### src/rtl/rtc_ctl_pkg.sv
package rtc_ctl_pkg;
   typedef enum logic [1:0] {
      SEL_CTL  = 2'd0,
      SEL_CHG  = 2'd1,
      SEL_FLAG = 2'd2,
      SEL_NONE = 2'd3
   } reg_sel_e;

   localparam int unsigned BYTE_W   = 8;
   localparam int unsigned CAL_W    = 5;
   localparam int unsigned N_RES    = 3;
   localparam logic [7:0]  CTL_RST  = 8'h80;
   localparam logic [7:0]  CHG_RST  = 8'h00;
endpackage

### src/rtl/rtc_ctl_byte.sv
module rtc_ctl_byte
   import rtc_ctl_pkg::*;
#(
   parameter logic [BYTE_W-1:0] RST_VAL = CTL_RST
) (
   input  logic              clk,
   input  logic              rst_n,
   input  logic              wr,
   input  logic [BYTE_W-1:0] din,
   input  logic              sq_tick,
   output logic [BYTE_W-1:0] q,
   output logic              pin_pull_low,
   output logic              cal_neg,
   output logic [CAL_W-1:0]  cal_mag
);
   logic [BYTE_W-1:0] ctl_r;
   logic              sq_r;
   logic              sel_level;

   always_ff @(posedge clk) begin
      if (!rst_n) begin
         ctl_r <= RST_VAL;
         sq_r  <= 1'b0;
      end else begin
         if (wr)      ctl_r <= din;
         if (sq_tick) sq_r  <= ~sq_r;
      end
   end

   always_comb begin
      sel_level = ctl_r[6] ? sq_r : ctl_r[7];
   end

   assign pin_pull_low = ~sel_level;
   assign q            = ctl_r;
   assign cal_neg      = ctl_r[5];
   assign cal_mag      = ctl_r[CAL_W-1:0];

   a_r3_static_level: assert property (@(posedge clk) disable iff (!rst_n)
      (wr && !din[6]) |=> (pin_pull_low == !$past(din[7])));

   a_r4_square_flips: assert property (@(posedge clk) disable iff (!rst_n)
      (ctl_r[6] && sq_tick && !wr) |=> (pin_pull_low != $past(pin_pull_low)));
endmodule

### src/rtl/rtc_chg_cfg.sv
module rtc_chg_cfg
   import rtc_ctl_pkg::*;
#(
   parameter logic [3:0] KEY_HI  = 4'hA,
   parameter logic [1:0] KEY_MID = 2'b01
) (
   input  logic              clk,
   input  logic              rst_n,
   input  logic              wr,
   input  logic [BYTE_W-1:0] din,
   output logic [BYTE_W-1:0] q,
   output logic [N_RES-1:0]  res_en
);
   localparam int unsigned CODE_W = $clog2(N_RES + 1);

   logic [BYTE_W-1:0] chg_r;
   logic              key_ok;

   always_ff @(posedge clk) begin
      if (!rst_n)  chg_r <= CHG_RST;
      else if (wr) chg_r <= din;
   end

   assign key_ok = (chg_r[7:4] == KEY_HI) && (chg_r[3:2] == KEY_MID);
   assign q      = chg_r;

   for (genvar g = 0; g < N_RES; g++) begin : g_res
      assign res_en[g] = key_ok && (chg_r[CODE_W-1:0] == CODE_W'(g + 1));
   end

   a_r5_enable_needs_key: assert property (@(posedge clk) disable iff (!rst_n)
      (res_en != '0) |-> (q[7:2] == {KEY_HI, KEY_MID}));

   a_r5_enable_onehot: assert property (@(posedge clk) disable iff (!rst_n)
      $onehot0(res_en));
endmodule

### src/rtl/rtc_osc_flag.sv
module rtc_osc_flag
   import rtc_ctl_pkg::*;
#(
   parameter int unsigned STOP_CYCLES = 3276800
) (
   input  logic              clk,
   input  logic              rst_n,
   input  logic              wr,
   input  logic [BYTE_W-1:0] din,
   input  logic              osc_alive,
   output logic [BYTE_W-1:0] q
);
   localparam int unsigned CW  = (STOP_CYCLES > 2) ? $clog2(STOP_CYCLES) : 1;
   localparam logic [CW-1:0] LIM = CW'(STOP_CYCLES - 1);

   if (STOP_CYCLES < 2) begin : g_bad_limit
      $error("rtc_osc_flag: STOP_CYCLES must be at least 2");
   end

   logic [CW-1:0] low_cnt;
   logic          osf_r;
   logic          stop_hit;
   logic          clr_req;

   assign stop_hit = !osc_alive && (low_cnt == LIM);
   assign clr_req  = wr && !din[7];

   always_ff @(posedge clk) begin
      if (!rst_n) begin
         low_cnt <= '0;
         osf_r   <= 1'b1;
      end else begin
         if (osc_alive)            low_cnt <= '0;
         else if (low_cnt != LIM)  low_cnt <= low_cnt + 1'b1;

         if (stop_hit)     osf_r <= 1'b1;
         else if (clr_req) osf_r <= 1'b0;
      end
   end

   assign q = {osf_r, {(BYTE_W-1){1'b0}}};

   a_r7_no_early_set: assert property (@(posedge clk) disable iff (!rst_n)
      $rose(osf_r) |-> ($past(low_cnt) == LIM && !$past(osc_alive)));

   a_r8_sticky: assert property (@(posedge clk) disable iff (!rst_n)
      (osf_r && !clr_req) |=> osf_r);

   a_r8_one_ignored: assert property (@(posedge clk) disable iff (!rst_n)
      (!osf_r && !stop_hit) |=> !osf_r);

   a_r9_hold_when_stopped: assert property (@(posedge clk) disable iff (!rst_n)
      stop_hit |=> osf_r);
endmodule

### src/rtl/rtc_ctl_status.sv
module rtc_ctl_status
   import rtc_ctl_pkg::*;
#(
   parameter int unsigned STOP_CYCLES = 3276800
) (
   input  logic       clk,
   input  logic       rst_n,
   input  logic       wr_en,
   input  logic [1:0] wr_sel,
   input  logic [7:0] wr_data,
   input  logic       sq_tick,
   input  logic       osc_alive,
   output logic [7:0] ctl_q,
   output logic [7:0] chg_q,
   output logic [7:0] flag_q,
   output logic       pin_pull_low,
   output logic [2:0] res_en,
   output logic       cal_neg,
   output logic [4:0] cal_mag
);
   logic wr_ctl, wr_chg, wr_flag;

   assign wr_ctl  = wr_en && (wr_sel == SEL_CTL);
   assign wr_chg  = wr_en && (wr_sel == SEL_CHG);
   assign wr_flag = wr_en && (wr_sel == SEL_FLAG);

   rtc_ctl_byte u_ctl (
      .clk          (clk),
      .rst_n        (rst_n),
      .wr           (wr_ctl),
      .din          (wr_data),
      .sq_tick      (sq_tick),
      .q            (ctl_q),
      .pin_pull_low (pin_pull_low),
      .cal_neg      (cal_neg),
      .cal_mag      (cal_mag)
   );

   rtc_chg_cfg u_chg (
      .clk    (clk),
      .rst_n  (rst_n),
      .wr     (wr_chg),
      .din    (wr_data),
      .q      (chg_q),
      .res_en (res_en)
   );

   rtc_osc_flag #(.STOP_CYCLES(STOP_CYCLES)) u_flag (
      .clk       (clk),
      .rst_n     (rst_n),
      .wr        (wr_flag),
      .din       (wr_data),
      .osc_alive (osc_alive),
      .q         (flag_q)
   );

   a_r10_none_select: assert property (@(posedge clk) disable iff (!rst_n)
      (wr_en && wr_sel == SEL_NONE) |=> ($stable(ctl_q) && $stable(chg_q)));
endmodule

### config.mk
export PLATFORM = sky130hd
export DESIGN_NAME = rtc_ctl_status
export DESIGN_NICKNAME = d
export VERILOG_FILES = /design/src/rtl/rtc_ctl_pkg.sv /design/src/rtl/rtc_ctl_byte.sv /design/src/rtl/rtc_chg_cfg.sv /design/src/rtl/rtc_osc_flag.sv /design/src/rtl/rtc_ctl_status.sv
export SDC_FILE = /design/constraint.sdc
export NUM_CORES = 1
export LEC_CHECK = 0
export BUFFER_PORTS_ARGS = -buffer_cell sky130_fd_sc_hd__buf_2
export CORE_MARGIN = 2
export CORE_UTILIZATION = 40
export DETAILED_ROUTE_END_ITERATION = 8
export GPL_ROUTABILITY_DRIVEN = 0
export GPL_TIMING_DRIVEN = 0
export PLACE_DENSITY_LB_ADDON = 0.05
export SYNTH_ARGS = -nofsm -noshare
export SYNTH_HDL_FRONTEND = slang
export SYNTH_SLANG_ARGS = --single-unit
### constraint.sdc
create_clock -name clk -period 2.1 [get_ports clk]
set_input_delay 0.42 -clock clk [delete_from_list [all_inputs] [get_ports clk]]
set_output_delay 0.42 -clock clk [all_outputs]
set_load 0.02 [all_outputs]
==> results.txt <==
- Run status: completed
- Worst setup margin: 0.194 ns
- Counting along the longest clock path gives a buffer depth of 2.
- The startpoint identified for the worst hold timing path is osc_alive.
- The initial utilization of the core area, before any placement, comes to 0.411.
- Leaving out fill and tap cells, the most frequent cells in the layout are 43 x sky130_fd_sc_hd__buf_2, 40 x sky130_fd_sc_hd__dfxtp_1, 24 x sky130_fd_sc_hd__nand2_1, 19 x sky130_fd_sc_hd__mux2i_1, 17 x sky130_fd_sc_hd__nor2b_1.
- Routed wire per std cell: 13.0 microns
- CP Launch Point: u_flag.low_cnt[0]$_SDFFE_PP0P_
* Area of combinational cells with multiple inputs: 1160 sq um
* Number of nets with antenna violations after detailed routing: 0
- In this run the mean area of a mapped cell was 8.95 sq um.
* Master of the slowest instance on the critical path: sky130_fd_sc_hd__dfxtp_1
- Worst Setup Slack post-DPL: -0.0583 ns
* Number of endpoints with negative hold slack in the final report: 0
- Combined global-route utilization of all metal layers: 0.168
- End point of the critical path: u_flag.low_cnt[18]$_SDFFE_PP0P_
- Final net count: 305
- Adder-cell share of the synthesized area: 0.00600
* Reg-to-reg setup timing slack: 0.19 ns
- The fraction of the mapped netlist area in compound gates was 0.140.
- Drt pass-1 iters: 4
- Of the post-synthesis cell area, the part taken by muxes is 0.0912.
- Die span in x: 76.2 microns
* # clock sinks: 40
* Overflow left after global routing: 0
- For this block, the routed nets add up to 4680 microns of wire.
* Startpoint Class: flop
* RSZ-0062 raised after global routing: no
* Crit path time final: 1.91 ns
- Hold-fix buffers at CTS: 0
* Tightest Pin Transition: 0.620 ns
- The signal on the critical path passes through ha_1 -> nand4_2 -> nor4_2 -> or3b_1 -> a21oi_1.
* Cell area after layout: 2530 sq um
- Peak fanout along the critical path: 6
* Delay contributed by the slowest stage of the critical path: 0.42 ns
- Capture instance of the worst register-to-register path: u_flag.low_cnt[18]$_SDFFE_PP0P_
- Summed instance area of the synthesized netlist: 2080 sq um
- Setup skew after layout: 0.00611 ns
- In this run the number of H-tree levels came out at 2.
- Share of cells above drive strength 1: 0.262
- In this run the core area contains 26 standard-cell rows.
- Synthesis produced 233 cells.
- The worst setup path is captured at a flop.
- The first routing iteration left 57 violations.
* Global-route wire length before repair: 8040 microns
- Path type of the worst setup path: flop to flop
- Once placement finished, the instance area stood at 2400 sq um.
- Synthesized-area fraction occupied by and/or/nand/nor cells: 0.298
* # port buffers: 41
- For this run, the number of Yosys warnings is 0.
* Launch point of the worst reg-to-reg path: u_flag.low_cnt[0]$_SDFFE_PP0P_
- Boundary pin count: 49
- Measured against its own limit, the worst slew margin works out to 0.587.
- Setup violations remaining at the end of the flow were counted as 0.
* Area share of xor/xnor cells in the synthesized design: 0.00420
- 0 antenna diodes ended up in the layout.
- Floorplan Core Area: 5070 sq um
- The final route contains 1,818 vias.
* Max Cap Viol: 0
- In this run the worst hold path is classified as input pin to flop.
- Measured in cells, the most critical reg-to-reg path has a length of 5.
* Achievable Freq: 525 MHz
- Routed via count divided by cell count: 5.05
* Total negative slack: 0 ns
* DIE HEIGHT: 76.2 microns
- For this run, the register share of the synthesized area comes to 0.384.
- Clock root cell: sky130_fd_sc_hd__clkbuf_8
* Initial antenna violation count: 0
* Final hold slack: 0.362 ns
- Remaining routing DRC violations: 0
* Fillers: 526
- Power consumption: 1.56 mW
- The die covers 5800 sq um.
* Clock tree from TritonCTS: done
* Critical path data arrival time: 2.12 ns
- After clock tree synthesis, the clock-pin slew on the worst setup and hold paths is 0.08 ns.
* Worst voltage drop across the vdd grid: 0.000259 V
- Clock latency on the worst-skew pair, taken at its later pin, is 0.29 ns.
- The via count of the first global-routing pass is 1,690.
- The total count of max-transition violations in the final report came to 0.
* Final HPWL DP: 3400 microns
- Maximum number of pins on one net before global-route repair: 14
- Dividing the final minimum period by the clock period gives 0.908.
- Library cells used by synthesis: 43
* Number of synthesized register bits: 40
* Data required time of the critical path: 2.32 ns
* Most common cell after layout, fill and taps aside: sky130_fd_sc_hd__buf_2
- Counting the buffers created by CTS gives 5.
- Power per standard cell area: 615 nW/um^2
* Reg area: 801 sq um
- Leakage: 1.04 nW
* Dominant combinational cell family by area after synthesis: simple AND/OR/NAND/NOR gates
* Area growth, synth to finish: 21.5%
[critical path: cells and delay by family, from the launching register on]
kind | cells | cell delay (ns)
AOI/OAI and AO/OA | 1 | 0.15
adders and majority gates | 1 | 0.28
DFF | 1 | 0.42
and+or+nand+nor | 3 | 0.99
[cell type report]
class                           instances  area share
Buffer                                 24      0.0603
Clock inverter                          3      0.0168
Multi-Input combinational cell        174       0.457
Clock buffer                            5      0.0272
Tap cell                               70      0.0346
Sequential cell                        40       0.316
Inverter                                1     0.00148
Timing Repair Buffer                   43      0.0870
[per-stage QoR]
stage / cells / util
global route: 360 / 0.499
CTS: 358 / 0.495
global placement: 350 / 0.473
floorplan: 239 / -
finish: 360 / 0.499
detailed placement: 350 / 0.473
[worst min path at each step]
stage	endpoint	cells past startpoint	slack, ns
2_1_floorplan	u_flag.osf_r$_SDFFE_PP1P_	2	0.45
3_3_place_gp	u_flag.osf_r$_SDFFE_PP1P_	2	0.47
3_5_place_dp	u_flag.osf_r$_SDFFE_PP1P_	2	0.48
4_1_cts	u_flag.osf_r$_SDFFE_PP1P_	2	0.36
5_1_grt	u_flag.osf_r$_SDFFE_PP1P_	2	0.34
6_report	u_flag.osf_r$_SDFFE_PP1P_	2	0.36
[kinds of logic after synthesis]
| family | after synthesis |
|---|---|
| XOR/XNOR | 1 |
| AND/OR/NAND/NOR | 102 |
| multiplexers | 19 |
| AO/OA/AOI/OAI | 44 |
| flip-flops | 40 |
| adder cells (fa/ha/maj) | 1 |
| other | 1 |
| buffers and inverters | 25 |
[sequential cells by signal (all words and copies together) (netlist names)]
signal,count
u_chg.q,8
u_ctl.sq_r,1
u_ctl.q,8
u_flag.low_cnt,22
u_flag.osf_r,1
[power by group]
part,internal (mW),switching (mW),total [mW]
sequential,0.773,0.0115,0.784
combinational,0.0618,0.0796,0.141
clock,0.352,0.279,0.631
[synth_stat cells]
| master | n | area (sq um) |
|---|---|---|
| sky130_fd_sc_hd__dfxtp_1 | 40 | 801 |
| sky130_fd_sc_hd__nand2_1 | 24 | 90.1 |
| sky130_fd_sc_hd__mux2i_1 | 19 | 190 |
| sky130_fd_sc_hd__nor2b_1 | 17 | 106 |
| sky130_fd_sc_hd__a21oi_1 | 14 | 70.1 |
| sky130_fd_sc_hd__buf_4 | 14 | 105 |
| sky130_fd_sc_hd__o21ai_0 | 12 | 60.1 |
| sky130_fd_sc_hd__nand3_1 | 10 | 50.1 |
| sky130_fd_sc_hd__nand4_1 | 8 | 50.1 |
| sky130_fd_sc_hd__a2111o_1 | 5 | 56.3 |
| sky130_fd_sc_hd__clkbuf_1 | 5 | 18.8 |
| sky130_fd_sc_hd__and3_1 | 4 | 25.0 |
| sky130_fd_sc_hd__and4_1 | 4 | 35.0 |
| sky130_fd_sc_hd__nand2b_1 | 4 | 25.0 |
| sky130_fd_sc_hd__nor2_1 | 4 | 15.0 |
| sky130_fd_sc_hd__nor3_1 | 4 | 20.0 |
| sky130_fd_sc_hd__o31ai_1 | 4 | 30.0 |
| sky130_fd_sc_hd__or4_1 | 4 | 30.0 |
| sky130_fd_sc_hd__nor4_1 | 3 | 18.8 |
| sky130_fd_sc_hd__a211oi_1 | 2 | 15.0 |
| sky130_fd_sc_hd__a31o_2 | 2 | 17.5 |
| sky130_fd_sc_hd__a31oi_1 | 2 | 12.5 |
| sky130_fd_sc_hd__buf_1 | 2 | 7.51 |
| sky130_fd_sc_hd__buf_2 | 2 | 10.0 |
| sky130_fd_sc_hd__nand4_2 | 2 | 25.0 |
| sky130_fd_sc_hd__nand4bb_1 | 2 | 22.5 |
| sky130_fd_sc_hd__nor3b_1 | 2 | 15.0 |
| sky130_fd_sc_hd__or3_1 | 2 | 12.5 |
| sky130_fd_sc_hd__or3b_1 | 2 | 17.5 |
| sky130_fd_sc_hd__a21boi_0 | 1 | 7.51 |
| sky130_fd_sc_hd__a311oi_2 | 1 | 15.0 |
| sky130_fd_sc_hd__and2_1 | 1 | 6.26 |
| sky130_fd_sc_hd__buf_6 | 1 | 11.3 |
| sky130_fd_sc_hd__conb_1 | 1 | 3.75 |
| sky130_fd_sc_hd__ha_1 | 1 | 12.5 |
| sky130_fd_sc_hd__inv_1 | 1 | 3.75 |
| sky130_fd_sc_hd__nand3b_1 | 1 | 7.51 |
| sky130_fd_sc_hd__nor2_2 | 1 | 6.26 |
| sky130_fd_sc_hd__nor4_4 | 1 | 21.3 |
| sky130_fd_sc_hd__nor4bb_1 | 1 | 10.0 |
| sky130_fd_sc_hd__o211ai_1 | 1 | 7.51 |
| sky130_fd_sc_hd__or4bb_1 | 1 | 11.3 |
| sky130_fd_sc_hd__xor2_1 | 1 | 8.76 |
[what timing repair did]
item                       4_1_cts  5_1_grt
hold endpoints to repair         0        0
setup endpoints to repair        0        8
resized for setup                0        1
buffers inserted                 0        2
[routing by layer]
layer | share of wire | vias up | global-route usage
met1 | 0.48 | 818 | 0.214
met2 | 0.46 | 49 | 0.280
met4 | 0.0088 | 0 | 0.0491
met3 | 0.055 | 4 | 0.0450
li1 | - | 947 | -
met5 | 0 | - | 0
(Power assumes the default switching activity.)
